## src/rtl/spec_l1_pkg.sv

```systemverilog
package spec_l1_pkg;
  typedef struct packed {
    logic valid;
    logic sl;
    logic sm;
    logic stale;
  } line_flags_t;
endpackage

```

## src/rtl/spec_l1_notify_fifo.sv

```systemverilog
module spec_l1_notify_fifo #(
  parameter int DEPTH = 4,
  parameter int W     = 8
) (
  input  logic         clk,
  input  logic         rst_n,
  input  logic         push,
  input  logic [W-1:0] push_data,
  input  logic         pop,
  output logic         empty,
  output logic         full,
  output logic [W-1:0] head
);
  localparam int PW = (DEPTH > 1) ? $clog2(DEPTH) : 1;
  localparam int CW = $clog2(DEPTH + 1);

  logic [W-1:0]  store_q [DEPTH];
  logic [PW-1:0] wr_q, wr_d, rd_q, rd_d;
  logic [CW-1:0] cnt_q, cnt_d;
  logic          do_push, do_pop;

  assign empty   = (cnt_q == '0);
  assign full    = (cnt_q == CW'(DEPTH));
  assign head    = store_q[rd_q];
  assign do_push = push && !full;
  assign do_pop  = pop && !empty;

  always_comb begin
    wr_d  = wr_q;
    rd_d  = rd_q;
    cnt_d = cnt_q;
    if (do_push) wr_d = (wr_q == PW'(DEPTH - 1)) ? '0 : wr_q + 1'b1;
    if (do_pop)  rd_d = (rd_q == PW'(DEPTH - 1)) ? '0 : rd_q + 1'b1;
    if (do_push && !do_pop) cnt_d = cnt_q + 1'b1;
    else if (do_pop && !do_push) cnt_d = cnt_q - 1'b1;
  end

  always_ff @(posedge clk or negedge rst_n) begin
    if (!rst_n) begin
      wr_q  <= '0;
      rd_q  <= '0;
      cnt_q <= '0;
    end else begin
      wr_q  <= wr_d;
      rd_q  <= rd_d;
      cnt_q <= cnt_d;
    end
  end

  always_ff @(posedge clk) begin
    if (do_push) store_q[wr_q] <= push_data;
  end

  assert_no_overflow_R5: assert property (@(posedge clk) disable iff (!rst_n)
    push |-> !full);
  assert_count_bound_R4: assert property (@(posedge clk) disable iff (!rst_n)
    cnt_q <= CW'(DEPTH));
endmodule

```

## src/rtl/spec_l1_line.sv

```systemverilog
module spec_l1_line
  import spec_l1_pkg::*;
#(
  parameter int TAG_W = 5
) (
  input  logic             clk,
  input  logic             rst_n,
  input  logic             commit,
  input  logic             violate,
  input  logic             upd,
  input  line_flags_t      upd_flags,
  input  logic [TAG_W-1:0] upd_tag,
  output line_flags_t      flags_q,
  output logic [TAG_W-1:0] tag_q
);
  line_flags_t flags_d;

  always_comb begin
    flags_d = flags_q;
    if (violate) begin
      flags_d.valid = flags_q.valid && !flags_q.sm;
      flags_d.sl    = 1'b0;
      flags_d.sm    = 1'b0;
      flags_d.stale = 1'b0;
    end else if (commit) begin
      flags_d.sl    = 1'b0;
      flags_d.sm    = 1'b0;
      flags_d.stale = 1'b0;
    end else if (upd) begin
      flags_d = upd_flags;
    end
  end

  always_ff @(posedge clk or negedge rst_n) begin
    if (!rst_n) flags_q <= '0;
    else        flags_q <= flags_d;
  end

  always_ff @(posedge clk) begin
    if (upd && !commit && !violate) tag_q <= upd_tag;
  end

  assert_violate_clear_R9: assert property (@(posedge clk) disable iff (!rst_n)
    violate |=> (!flags_q.sm && !flags_q.sl && !flags_q.stale));
  assert_violate_drop_R9: assert property (@(posedge clk) disable iff (!rst_n)
    (violate && flags_q.sm) |=> !flags_q.valid);
  assert_commit_keep_R8: assert property (@(posedge clk) disable iff (!rst_n)
    (commit && !violate && flags_q.valid) |=> (flags_q.valid && !flags_q.sm && !flags_q.sl));
endmodule

```

## src/rtl/spec_l1_state.sv

```systemverilog
module spec_l1_state
  import spec_l1_pkg::*;
#(
  parameter int ADDR_W    = 8,
  parameter int LINES     = 8,
  parameter int NTF_DEPTH = 4
) (
  input  logic              clk,
  input  logic              rst_n,
  input  logic              req_valid,
  input  logic              req_write,
  input  logic              req_spec,
  input  logic [ADDR_W-1:0] req_addr,
  output logic              req_ready,
  output logic              rsp_valid,
  output logic              rsp_hit,
  output logic              rsp_write,
  input  logic              commit,
  input  logic              violate,
  input  logic              escape,
  input  logic              resume,
  output logic              ntf_valid,
  output logic [ADDR_W-1:0] ntf_addr,
  input  logic              ntf_ready
);
  localparam int IDX_W = $clog2(LINES);
  localparam int TAG_W = ADDR_W - IDX_W;

  line_flags_t      flags_q [LINES];
  logic [TAG_W-1:0] tags_q  [LINES];

  logic             escaped_q, escaped_d;
  logic [IDX_W-1:0] idx;
  logic [TAG_W-1:0] req_tag;
  line_flags_t      cur_f, new_f;
  logic             eff_spec, hit, need_ntf, alloc, accept, upd_any;
  logic             fifo_full, fifo_empty;
  logic             rsp_valid_q, rsp_hit_q, rsp_write_q;

  assign idx     = req_addr[IDX_W-1:0];
  assign req_tag = req_addr[ADDR_W-1:IDX_W];

  always_comb begin
    cur_f    = flags_q[idx];
    eff_spec = req_spec && !escaped_q;
    hit      = cur_f.valid && (tags_q[idx] == req_tag)
               && !(escaped_q && cur_f.sm)
               && !(eff_spec && cur_f.stale);
    need_ntf = !req_write && eff_spec && !(hit && cur_f.sl);
    alloc    = !req_write && !hit && !(cur_f.valid && cur_f.sm);
    req_ready = !(commit || violate) && !(need_ntf && fifo_full);
    accept   = req_valid && req_ready;
    new_f    = cur_f;
    if (alloc) begin
      new_f.valid = 1'b1;
      new_f.sl    = eff_spec;
      new_f.sm    = 1'b0;
      new_f.stale = escaped_q;
    end else if (hit && eff_spec) begin
      if (req_write) new_f.sm = 1'b1;
      else           new_f.sl = 1'b1;
    end
    upd_any  = accept && (alloc || (hit && eff_spec));
  end

  for (genvar gi = 0; gi < LINES; gi++) begin : g_line
    spec_l1_line #(.TAG_W(TAG_W)) line_i (
      .clk      (clk),
      .rst_n    (rst_n),
      .commit   (commit),
      .violate  (violate),
      .upd      (upd_any && (idx == IDX_W'(gi))),
      .upd_flags(new_f),
      .upd_tag  (req_tag),
      .flags_q  (flags_q[gi]),
      .tag_q    (tags_q[gi])
    );
  end

  spec_l1_notify_fifo #(.DEPTH(NTF_DEPTH), .W(ADDR_W)) ntf_fifo_i (
    .clk      (clk),
    .rst_n    (rst_n),
    .push     (accept && need_ntf),
    .push_data(req_addr),
    .pop      (ntf_ready),
    .empty    (fifo_empty),
    .full     (fifo_full),
    .head     (ntf_addr)
  );
  assign ntf_valid = !fifo_empty;

  always_comb begin
    escaped_d = escaped_q;
    if (escape)      escaped_d = 1'b1;
    else if (resume) escaped_d = 1'b0;
  end

  always_ff @(posedge clk or negedge rst_n) begin
    if (!rst_n) begin
      escaped_q   <= 1'b0;
      rsp_valid_q <= 1'b0;
      rsp_hit_q   <= 1'b0;
      rsp_write_q <= 1'b0;
    end else begin
      escaped_q   <= escaped_d;
      rsp_valid_q <= accept;
      if (accept) begin
        rsp_hit_q   <= hit;
        rsp_write_q <= req_write;
      end
    end
  end

  assign rsp_valid = rsp_valid_q;
  assign rsp_hit   = rsp_hit_q;
  assign rsp_write = rsp_write_q;

  assert_ctl_block_R11: assert property (@(posedge clk) disable iff (!rst_n)
    (commit || violate) |-> !req_ready);
  assert_rsp_follow_R11: assert property (@(posedge clk) disable iff (!rst_n)
    (req_valid && req_ready) |=> rsp_valid);
  assert_nonspec_quiet_R10: assert property (@(posedge clk) disable iff (!rst_n)
    (req_valid && req_ready && !(req_spec && !escaped_q) && !ntf_ready && !ntf_valid) |=> !ntf_valid);
  assert_store_nofill_R2: assert property (@(posedge clk) disable iff (!rst_n)
    (req_valid && req_ready && req_write && !flags_q[idx].valid && !commit && !violate)
      |=> !flags_q[$past(idx)].valid);
endmodule

```

## config.mk

```make
export PLATFORM = sky130hd
export DESIGN_NAME = spec_l1_state
export DESIGN_NICKNAME = d
export VERILOG_FILES = /design/src/rtl/spec_l1_pkg.sv /design/src/rtl/spec_l1_notify_fifo.sv /design/src/rtl/spec_l1_line.sv /design/src/rtl/spec_l1_state.sv
export SDC_FILE = /design/constraint.sdc
export NUM_CORES = 1
export LEC_CHECK = 0
export BUFFER_PORTS_ARGS = -buffer_cell sky130_fd_sc_hd__buf_2
export CAP_MARGIN = 20
export CORE_MARGIN = 3
export CORE_UTILIZATION = 30
export CTS_CLUSTER_DIAMETER = 50
export DETAILED_ROUTE_END_ITERATION = 6
export HOLD_SLACK_MARGIN = 0.03
export PLACE_DENSITY = 0.47
export SLEW_MARGIN = 5
export SYNTH_ARGS = -nofsm -noshare
export SYNTH_HDL_FRONTEND = slang
export SYNTH_SLANG_ARGS = --single-unit
```

## constraint.sdc

```tcl
create_clock -name clk -period 3.37 [get_ports clk]
set_input_delay 0.1685 -clock clk [delete_from_list [all_inputs] [get_ports clk]]
set_output_delay 0.1685 -clock clk [all_outputs]
set_load 0.01 [all_outputs]
```

==> Word-level counts from Yosys, hierarchy flattened <==
Memory sizes are Yosys's and may differ from the RTL's.
Index checks and enable logic that the tools add are counted.
{ "totals": {"input_bits": 18, "ram_bits": 32, "mem_count": 1, "word_cells": 225, "register_bits": 83} }
{ "memory_table": {"columns": ["memory", "words", "width", "read_ports", "rd_ports_with_merged_regs", "write_ports", "line", "source"], "rows": [
  ["ntf_fifo_i.store_q", 4, 8, 1, 0, 1, "spec_l1_notify_fifo.sv:17", "logic [W-1:0] store_q [DEPTH];"]
]} }
{ "classes": {"n_bitwise": 1, "n_mux": 52, "order_cmp": 1, "n_eq_ne": 12, "n_reduce_logical": 107, "n_addsub": 4} }
{ "op_table": {"columns": ["op", "count"], "rows": [
  ["4-bit two-way mux", 18],
  ["1-bit logical AND", 54],
  ["3-bit two-way mux", 10],
  ["3-bit nonzero test", 8],
  ["1-bit logical NOT", 23],
  ["2-bit nonzero test", 10],
  ["1-bit two-way mux", 16],
  ["2-bit AND reduction", 8],
  ["5-bit binary-select mux with 3-bit select", 1],
  ["3-bit == test (second input constant)", 5],
  ["4-bit binary-select mux with 3-bit select", 1],
  ["5-bit two-way mux", 2],
  ["2-bit two-way mux", 4],
  ["3-bit by 2-bit == test with 1-bit output (second input constant)", 2],
  ["3-bit logical NOT", 2],
  ["5-bit == test", 1],
  ["2-bit by 1-bit adder with 2-bit output (second input constant)", 2],
  ["2-bit == test (second input constant)", 2],
  ["4-bit greater-or-equal comparator (second input constant)", 1],
  ["3-bit NOT with 4-bit output", 1],
  ["3-bit by 1-bit adder with 3-bit output (second input constant)", 1],
  ["3-bit by 1-bit == test with 1-bit output (second input constant)", 1],
  ["3-bit by 1-bit subtractor with 3-bit output (second input constant)", 1],
  ["1-bit logical OR", 2],
  ["2-bit by 1-bit inequality test with 1-bit output (second input constant)", 1]
]} }

==> Logic depth before layout (Yosys ltp) <==
Gate-level depths: netlist (run 1).
{ "logic_depth": {"word_depth": 21, "ltp_mapped": 15} }

==> Modules after synthesis <==
A second synthesis (run 1) with hierarchy kept.
{ "unflattened": {"hier_cells": 384, "area_unflattened_um2": 5390.2} }
{ "modules_own_cells": {"columns": ["mod", "instances", "cells_per_inst", "area_per_inst_um2"], "rows": [
  ["spec_l1_line", 8, 20, 331.6],
  ["spec_l1_notify_fifo", 1, 79, 1606.5],
  ["spec_l1_state", 1, 145, 1131.1]
]} }

==> Worst setup path after synthesis (run 1) <==
No wires, ideal clock.
{ "synth_path": {"path_type": "register to register", "from": "reg, netlist name g_line[3].line_i.flags_q[1]", "to": "reg, netlist name g_line[4].line_i.flags_q[2]", "period_less_slack_ns": 3.232, "slack_ns": 0.138, "required_time_ns": 3.245, "setup_time_ns": 0.125, "path_buffers": 0, "arrival_ns": 3.108, "stages_incl_launch_ff": 9, "path_cell_list": "dfrtp_1 mux4_1 mux2_2 a221oi_1 nand3b_1 nor3_4 mux2i_2 nor4_2 mux2_2"} }
{ "synth_via": {"elab_chain_len": 17} }
{ "synth_lines": {"columns": ["element", "line", "source"], "rows": [
  ["4-bit binary-select mux with 3-bit select (*)", "spec_l1_state.sv:44", "cur_f = flags_q[idx];"],
  ["4-bit two-way mux (not written as such) (*) (2 in a row)", "spec_l1_state.sv:44", null],
  ["1-bit logical AND", "spec_l1_state.sv:47", "&& !(escaped_q && cur_f.sm)"],
  ["1-bit logical NOT", "spec_l1_state.sv:47", null],
  ["1-bit logical AND", "spec_l1_state.sv:47", null],
  ["1-bit logical AND", "spec_l1_state.sv:48", "&& !(eff_spec && cur_f.stale);"],
  ["1-bit logical AND", "spec_l1_state.sv:49", "need_ntf = !req_write && eff_spec && !(hit && cur_f.sl);"],
  ["1-bit logical NOT", "spec_l1_state.sv:49", null],
  ["1-bit logical AND", "spec_l1_state.sv:49", null],
  ["1-bit logical AND", "spec_l1_state.sv:51", "req_ready = !(commit || violate) && !(need_ntf && fifo_full);"],
  ["1-bit logical NOT", "spec_l1_state.sv:51", null],
  ["1-bit logical AND", "spec_l1_state.sv:51", null],
  ["1-bit logical AND", "spec_l1_state.sv:52", "accept = req_valid && req_ready;"],
  ["1-bit logical AND", "spec_l1_state.sv:63", "upd_any = accept && (alloc || (hit && eff_spec));"],
  ["1-bit logical AND", "spec_l1_state.sv:72", ".upd (upd_any && (idx == IDX_W'(gi))),"],
  ["3-bit nonzero test (no source line)", null, null]
]} }
Every way passes the cells marked *; elsewhere a longest branch is shown, timed or not. The select of a mux whose other input is x is not followed.
A chain may end at the register's enable or synchronous reset.

==> Worst setup path after layout (run 1) <==
{ "layout_path": {"from": "reg, netlist name g_line[1].line_i.flags_q[1]", "to": "reg ntf_fifo_i.cnt_q[1]"} }
{ "layout_rtl": {"columns": ["element", "line", "source"], "rows": [
  ["4-bit binary-select mux with 3-bit select (*)", "spec_l1_state.sv:44", null],
  ["4-bit two-way mux (not written as such) (*) (2 in a row)", "spec_l1_state.sv:44", null],
  ["1-bit logical AND (*)", "spec_l1_state.sv:47", null],
  ["1-bit logical NOT (*)", "spec_l1_state.sv:47", null],
  ["1-bit logical AND (*)", "spec_l1_state.sv:47", null],
  ["1-bit logical AND (*)", "spec_l1_state.sv:48", null],
  ["1-bit logical AND (*)", "spec_l1_state.sv:49", null],
  ["1-bit logical NOT (*)", "spec_l1_state.sv:49", null],
  ["(+3 left out)", null, null],
  ["1-bit logical AND", "spec_l1_state.sv:51", null],
  ["1-bit logical AND", "spec_l1_state.sv:52", null],
  ["1-bit logical AND (*)", "spec_l1_state.sv:83", ".push (accept && need_ntf),"],
  ["1-bit logical AND (*)", "spec_l1_notify_fifo.sv:25", "assign do_push = push && !full;"],
  ["net ntf_fifo_i.do_push", "spec_l1_notify_fifo.sv:20", "logic do_push, do_pop;"],
  ["1-bit logical AND (*)", "spec_l1_notify_fifo.sv:34", "if (do_push && !do_pop) cnt_d = cnt_q + 1'b1;"],
  ["3-bit two-way mux (*)", "spec_l1_notify_fifo.sv:34", null],
  ["net ntf_fifo_i.cnt_d[1]", "spec_l1_notify_fifo.sv:19", "logic [CW-1:0] cnt_q, cnt_d;"],
  ["to (signal assigned)", "spec_l1_notify_fifo.sv:46", "cnt_q <= cnt_d;"],
  ["to (decl)", "spec_l1_notify_fifo.sv:19", null]
]} }
Mark *: on every way through the listed nets, which the timed path passes. The rest lies on a longest branch. The select of a mux whose other input is x is not followed.

==> summary.txt, run 1 <==
Run status
  • Status: finished clean

Placement
  • Post-DP Area: 5740 um2
  • Final RePlAce weighted congestion: between 0.7 and 0.8
  • Dpl cells: 597
  • Dpl ws: -0.0634 ns
  • Hpwl dp: 7.51 mm
  • Number of port buffers: 30

Timing
  • WHS: 0.0411 ns
  • Tmin final: between 3 and 4 ns
  • Final setup vio count: 0
  • Slew of the pin with the lowest slew margin: 0.712 ns
  • PnR worst setup slack: 0.183 ns
  • Fin. max-slew vios: 0
  • Final Cycle Share: a little over nine tenths
  • Total Neg Setup Slack: 0 ns
  • Slew headroom: 52.2%
  • Achievable Freq: roughly 310 MHz
  • Unrepaired setup endpoints after global routing: yes
  • Setup Skew: between 0.01 and 0.015 ns
  • Final hold violation count: 0

Clock tree
  • Clk_lat worst skew: ~0.41 ns
  • Clock-pin slew on the worst setup and hold paths: 0.06 ns
  • Post-CTS Setup Repair Bufs: 0
  • H-tree Lvls: 4
  • CTS tree: done
  • Root buf cell: clkbuf_16
  • Cts bufs inserted: 17
  • Clk buf depth: 2
  • # clock sinks: roughly 120

Global routing
  • Grt ovf: 0
  • Gr usage total: approximately an eighth
  • Busiest grt layer: met2
  • GR Util met2: approximately 20%
  • Pin count of the biggest net entering global routing: 44
  • Global-route wire length before repair: 17.6 mm
  • Initial antenna violation count: 0
  • Grt met3 use: 3.86%
  • Routing usage on met1: between 10% and 20%
  • Vias in the first global route: 3177

Drt
  • Routed WL: approximately 11 mm
  • DR DRC count: 0
  • DR vias/cell: 4.68
  • Pre-antenna DRT Iters: 4
  • Routed WL per cell: between 15 and 20 um
  • Final ANT Viol Nets: 0
  • Initial DRC count: ~120
  • Routed vias: 2966

Worst setup path
  • R2r setup slk: approximately 0.18 ns
  • CP startpoint: g_line[1].line_i.flags_q[1]
  • CP max stage cell: mux4_1
  • Critical setup path kind: reg -> reg
  • Critical Path Sink: ntf_fifo_i.cnt_q[1]
  • Critical path data required time: ~3.7 ns
  • Cells on worst reg2reg path: 10
  • CP max stage delay: about 0.50 ns
  • Arr. time, crit path: 3.48 ns
  • Top cell family by delay on the critical path: multiplexers
  • CP endpoint kind: flip-flop
  • Setup crit start kind: flip-flop
  • Cell Chain, Critical Path: mux4_1, mux2_2, a221oi_1, nand3b_1, nor3_4, a21oi_1, ha_1, inv_1, fa_1, mux2_2
  • WP depth: 10
  • Crit path max fanout: 4
  • Worst path bufs/invs: 1
  • Worst r2r src: g_line[1].line_i.flags_q[1]
  • Reg2reg end: ntf_fifo_i.cnt_q[1]
  • CP most frequent cell: mux2_2

Yosys
  • Ranking of synthesized cells by area: edfxtp_1, dfrtp_1, mux4_2
  • Gate Count Post-Synth: 331
  • Area leader, netlist: edfxtp_1
  • Top-area cell type share of the netlist area: 42.1%
  • Mean post-synth cell area: 15.5 um2
  • Synth cell count leaders: edfxtp_1, dfrtp_1, nand2_1, mux2i_1, mux4_2
  • Most numerous cell in the Yosys netlist: edfxtp_1
  • Synthesis Warnings: 0
  • Async SR Flop Fraction: 37.4%
  • Unique masters post-synth: 45
  • Mapped Area: 5130 um2
  • Ys flop type: edfxtp_1
  • Synthesized flop and latch total: 115
  • Post-synth EDFFs: 72
  • Post-synthesis sequential area ratio: 63.1%
  • Synth Net Count: roughly 360

Layout
  • Layout Nets: 426
  • Area growth syn-to-layout: 25.5%
  • Final Util: 38.7%
  • Design Area, Final: 6440 um2
  • Multi-input gate area: 1800 um2
  • Ant diodes: 0
  • FF/Latch Area: 3240 um2
  • Fin cells: between 600 and 700
  • Fillers: 1593
  • Layout cells sized above 1: 32.6%

Power
  • Peak supply drop: 0.352 mV
  • Pwr per Cell Area: 631 nW/um2
  • Leakage power: 2.62 nW
  • Total power: 4.06 mW

Hold path
  • Class of the worst hold path: in -> reg

Floorplanning
  • I/O pin cnt: 31
  • Die area: ~19000 um2
  • Die H: 137 um
  • Initial Util: a little under a third
  • Core outline area: 16600 um2
  • # rows: 47
  • Die width: 137 um

Run
  • Max_cap viols: 0
[logic make-up (layout without fill, tap and decap cells)]
kind of cell	Yosys count	after routing	share of synthesized area [%]
DFF	115	115	63.1
and+or+nand+nor	90	90	9.39
muxes	63	63	19.1
buffers and inverters	25	108	2.05
AOI/OAI and AO/OA	23	23	3.12
xor gates and xnor gates	8	8	1.37
adders and majority gates	7	7	1.85
[report_power, final]
group          internal (mW)  switching (mW)  total (mW)
registers               1.57           0.106        1.68
clock network           1.25           0.658        1.91
logic                  0.260           0.222       0.482
total                   3.08           0.987        4.06
[worst min-delay path by stage]
stage          slack [ns]        end      start  cells after the start
2_1_floorplan       -0.13  escaped_q      rst_n                      0
3_3_place_gp         0.35  escaped_q     escape                      2
3_5_place_dp         0.36  escaped_q     escape                      2
4_1_cts              0.03  rsp_write  req_write                      2
5_1_grt              0.04  rsp_write  req_write                      2
6_report             0.04  rsp_write  req_write                      2
[routing by layer]
layer / vias to the layer above / wire [um]
met4: 0 / 156
met2: 51 / 5100
met1: 1508 / 4960
li1: 1393 / -
met3: 14 / 484
met5: - / 0
[area by class of cell]
cell class / count / share of cell area, %
clock buffer: 18 / 6.66
clock inverter: 14 / 3.13
inverter: 8 / 0.466
multi-input combinational: 191 / 27.9
sequential: 115 / 50.3
tap: 220 / 4.27
timing repair buffer: 68 / 7.30
[sequential cells by signal, summed over array words and instances, names as in the netlist]
signal / flops
g_line.line_i.tag_q: 40
g_line.line_i.flags_q: 32
ntf_fifo_i.store_q: 32
ntf_fifo_i.cnt_q: 3
ntf_fifo_i.rd_q: 2
ntf_fifo_i.wr_q: 2
escaped_q: 1
rsp_hit: 1
rsp_valid: 1
rsp_write: 1
[placed cells by master (no fill, tap or decap), types with 2 or more instances in the layout]
| cell | count |
|---|---|
| mux2_2 | 14 |
| nand2b_1 | 3 |
| ha_1 | 6 |
| a21o_1 | 7 |
| edfxtp_1 | 72 |
| nor2b_1 | 4 |
| buf_4 | 32 |
| o21ai_0 | 3 |
| clkinv_4 | 3 |
| nor3_1 | 6 |
| buf_12 | 2 |
| clkbuf_16 | 17 |
| a221oi_1 | 2 |
| xnor2_1 | 2 |
| inv_1 | 7 |
| or4_1 | 2 |
| nor4b_1 | 2 |
| inv_6 | 4 |
| bufinv_16 | 4 |
| nand3b_1 | 2 |
| mux2i_1 | 22 |
| mux4_1 | 6 |
| mux4_2 | 18 |
| or2_2 | 2 |
| a21oi_1 | 3 |
| dlygate4sd3_1 | 4 |
| nor2_1 | 6 |
| dfrtp_1 | 43 |
| o21bai_1 | 2 |
| buf_2 | 30 |
| o22ai_1 | 2 |
| nand3_1 | 3 |
| clkinvlp_4 | 2 |
| or3_1 | 3 |
| and2_1 | 12 |
| xor2_1 | 6 |
| nand2_1 | 40 |
[what timing repair did]
item	in CTS	in global routing
setup endpoints to repair	0	13
hold buffers	4	0
resized for setup	0	2
hold endpoints to repair	45	0
Note: power is estimated with default switching activity, not from simulation.
==> inputs of run 2 (changes only) <==
--- a/config.mk
+++ b/config.mk
@@ -8,11 +8,11 @@
 export BUFFER_PORTS_ARGS = -buffer_cell sky130_fd_sc_hd__buf_2
 export CAP_MARGIN = 20
 export CORE_MARGIN = 3
-export CORE_UTILIZATION = 30
+export CORE_UTILIZATION = 54
 export CTS_CLUSTER_DIAMETER = 50
 export DETAILED_ROUTE_END_ITERATION = 6
 export HOLD_SLACK_MARGIN = 0.03
-export PLACE_DENSITY = 0.47
+export PLACE_DENSITY = 0.75
 export SLEW_MARGIN = 5
 export SYNTH_ARGS = -nofsm -noshare
 export SYNTH_HDL_FRONTEND = slang
==> run 2 against run 1 <==
Fmax is 2.8% lower. Flip-flop and latch count stayed put. Sequential share of layout area is 1.4 points higher. Clock power is 6% lower. Critical path depth is 1 lower. Die area is 43% lower. Utilization is 31 points higher. Global-route usage is 9.9 points higher. Worst setup slack worse by 0.092 ns. Register-to-register slack worse by 0.09 ns. Clock skew is 0.0030 ns lower. Cell area is 2.8% lower.
==> summary.txt, run 2 (synthesized netlist as in run 1, its figures left out) <==
Global routing
  • Routing usage on met1: 30.4% (+13 points)
  • Grt met3 use: 5.97% (+2.1 points)
  • Grt ovf: 0 (unchanged)
  • Pin count of the biggest net entering global routing: 44 (unchanged)
  • GR Util met2: 35.0% (+15 points)
  • Busiest grt layer: met2
  • Gr usage total: 22.6% (+9.9 points)
  • Initial antenna violation count: 0 (unchanged)
  • Vias in the first global route: 3247 (+2.2%)
  • Global-route wire length before repair: 17.6 mm (about the same)

Power
  • Leakage power: 2.58 nW (-1.3%)
  • Peak supply drop: 0.288 mV (-18%)
  • Pwr per Cell Area: 632 nW/um2 (+0.20%)

Worst setup path
  • Critical setup path kind: reg -> reg
  • Setup crit start kind: flip-flop
  • Crit path max fanout: 5 (+1)
  • Critical path data required time: 3.59 ns (-0.08 ns)
  • CP endpoint kind: flip-flop
  • Cells on worst reg2reg path: 9 (-1)
  • Arr. time, crit path: 3.50 ns (+0.02 ns)

Clock tree
  • Clk buf depth: 2 (unchanged)
  • Clock-pin slew on the worst setup and hold paths: 0.06 ns (about the same)
  • H-tree Lvls: 4 (unchanged)
  • CTS tree: done
  • Post-CTS Setup Repair Bufs: 0 (unchanged)
  • Cts bufs inserted: 17 (unchanged)
  • # clock sinks: 115 (unchanged)
  • Root buf cell: clkbuf_8
  • Clk_lat worst skew: 0.51 ns (+0.10 ns)

Placement
  • Hpwl dp: 7.07 mm (-5.8%)
  • Final RePlAce weighted congestion: 0.848 (+13%)
  • Dpl ws: -0.0866 ns (-0.0232 ns)
  • Number of port buffers: 30 (unchanged)
  • Post-DP Area: 5540 um2 (-3.4%)

Layout
  • Fillers: 560 (-65%)
  • Ant diodes: 0 (unchanged)
  • Most frequent cells in the layout: edfxtp_1, dfrtp_1, nand2_1
  • Max FFs per register: 40 (unchanged)
  • Area growth syn-to-layout: 22.1%
  • Layout cells sized above 1: 30.4% (-2.2 points)
  • Layout Nets: 424 (-0.47%)
  • Design Area, Final: 6260 um2 (-2.8%)
  • Most common cell after layout, fill and taps aside: edfxtp_1
  • Top reg by flops: g_line.line_i.tag_q
  • Biggest regs: g_line.line_i.tag_q: 40 flops, g_line.line_i.flags_q: 32 flops, ntf_fifo_i.store_q: 32 flops

Drt
  • Pre-antenna DRT Iters: 4 (unchanged)
  • Initial DRC count: 259 (+120%)
  • Routed WL: 10.9 mm (+1.7%)
  • Routed WL per cell: 20.3 um (+20%)
  • DR DRC count: 0 (unchanged)
  • Routed vias: 3061 (+3.2%)
  • Final ANT Viol Nets: 0 (unchanged)
  • DR vias/cell: 5.70 (+22%)

Timing
  • Slew of the pin with the lowest slew margin: 0.985 ns (+0.273 ns)
  • Tmin final: 3.28 ns (+0.0917 ns)
  • PnR worst setup slack: 0.0913 ns (-0.0917 ns)
  • Total Neg Setup Slack: 0 ns (unchanged)
  • Slew headroom: 34.4% (-18 points)
  • Final setup vio count: 0 (unchanged)
  • Unrepaired setup endpoints after global routing: yes
  • Final hold violation count: 0 (unchanged)
  • Final Cycle Share: 97.3% (+2.7 points)
  • Fin. max-slew vios: 0 (unchanged)
  • Achievable Freq: 305 MHz (-2.8%)
  • Setup Skew: 0.00733 ns (-0.00303 ns)

Hold path
  • Hold path depth: 1 (-1)
  • Class of the worst hold path: in -> reg

Floorplanning
  • Initial Util: 57.2% (+26 points)
  • # rows: 34 (-28%)
  • Die H: 103 um (-24%)
  • Die width: 103 um (-24%)
  • Core outline area: 8980 um2 (-46%)
  • I/O pin cnt: 31 (unchanged)
  • Die area: 10700 um2 (-43%)

Run
  • Max_cap viols: 0 (unchanged)

Run status
  • Status: finished clean
## run 2: critical path, stage by stage (launching register included)
cell	delay, ns
dfrtp_1	0.41
mux4_1	0.52
mux2_2	0.32
a221oi_2	0.31
nand3b_1	0.15
nor3_4	0.19
mux2i_2	0.15
buf_4	0.18
nor2_1	0.49
buf_4	0.26
## run 2: timing repair
item                                    4_1_cts  5_1_grt
pin swaps                                     0        0
endpoints found under the setup margin        9        3
hold endpoints to repair                     87        0
hold buffers                                 11        0
gates resized for setup                       2        3
## run 2: final timing paths
kind / startpoint / end / slack [ns]
hold / removal: req_addr[3] / ntf_fifo_i.store_q[2][3] / 0.05
min in group asynchronous: rst_n / g_line[3].line_i.flags_q[1] / 0.37
setup / recovery: g_line[3].line_i.flags_q[1] / g_line[0].line_i.tag_q[4] / 0.09
setup reg to reg: g_line[3].line_i.flags_q[1] / g_line[0].line_i.tag_q[4] / 0.09
max in group asynchronous: rst_n / g_line[6].line_i.flags_q[1] / 2.39
hold reg to reg: g_line[2].line_i.flags_q[3] / g_line[2].line_i.flags_q[3] / 0.48
## run 2: report_power, final
part / switching, mW / leakage [nW] / internal (mW)
logic: 0.229 / 1.08 / 0.261
clock network: 0.602 / 0.286 / 1.18
registers: 0.113 / 1.21 / 1.57
total: 0.944 / 2.58 / 3.02
## run 2: metal layers
| layer | wire [um] | part of all wire [%] |
|---|---|---|
| met5 | 0 | 0 |
| met4 | 174 | 1.6 |
| met3 | 506 | 4.7 |
| met2 | 5320 | 49 |
| met1 | 4880 | 45 |
## run 2: cell type report
cell class | count | area [um2] | share of cell area, %
Clock buffer | 19 | 422 | 6.73
Multi-Input combinational cell | 191 | 1800 | 28.8
Tap cell | 126 | 158 | 2.52
Clock inverter | 12 | 164 | 2.62
Inverter | 8 | 30.0 | 0.479
Timing Repair Buffer | 66 | 449 | 7.17
Sequential cell | 115 | 3240 | 51.7
## run 2: stage by stage
step / util [%] / instances / power (mW) / hold WS (ns)
after global routing: 69.8 / 537 / 4.11 / 0.0402
after global placement: 61.8 / 494 / 2.16 / 0.346
final: 69.8 / 537 / 3.96 / 0.0495
after floorplan: - / 331 / 2.00 / -0.127
after CTS: 69.6 / 536 / 3.99 / 0.0315
after detailed placement: 61.8 / 494 / 2.18 / 0.355
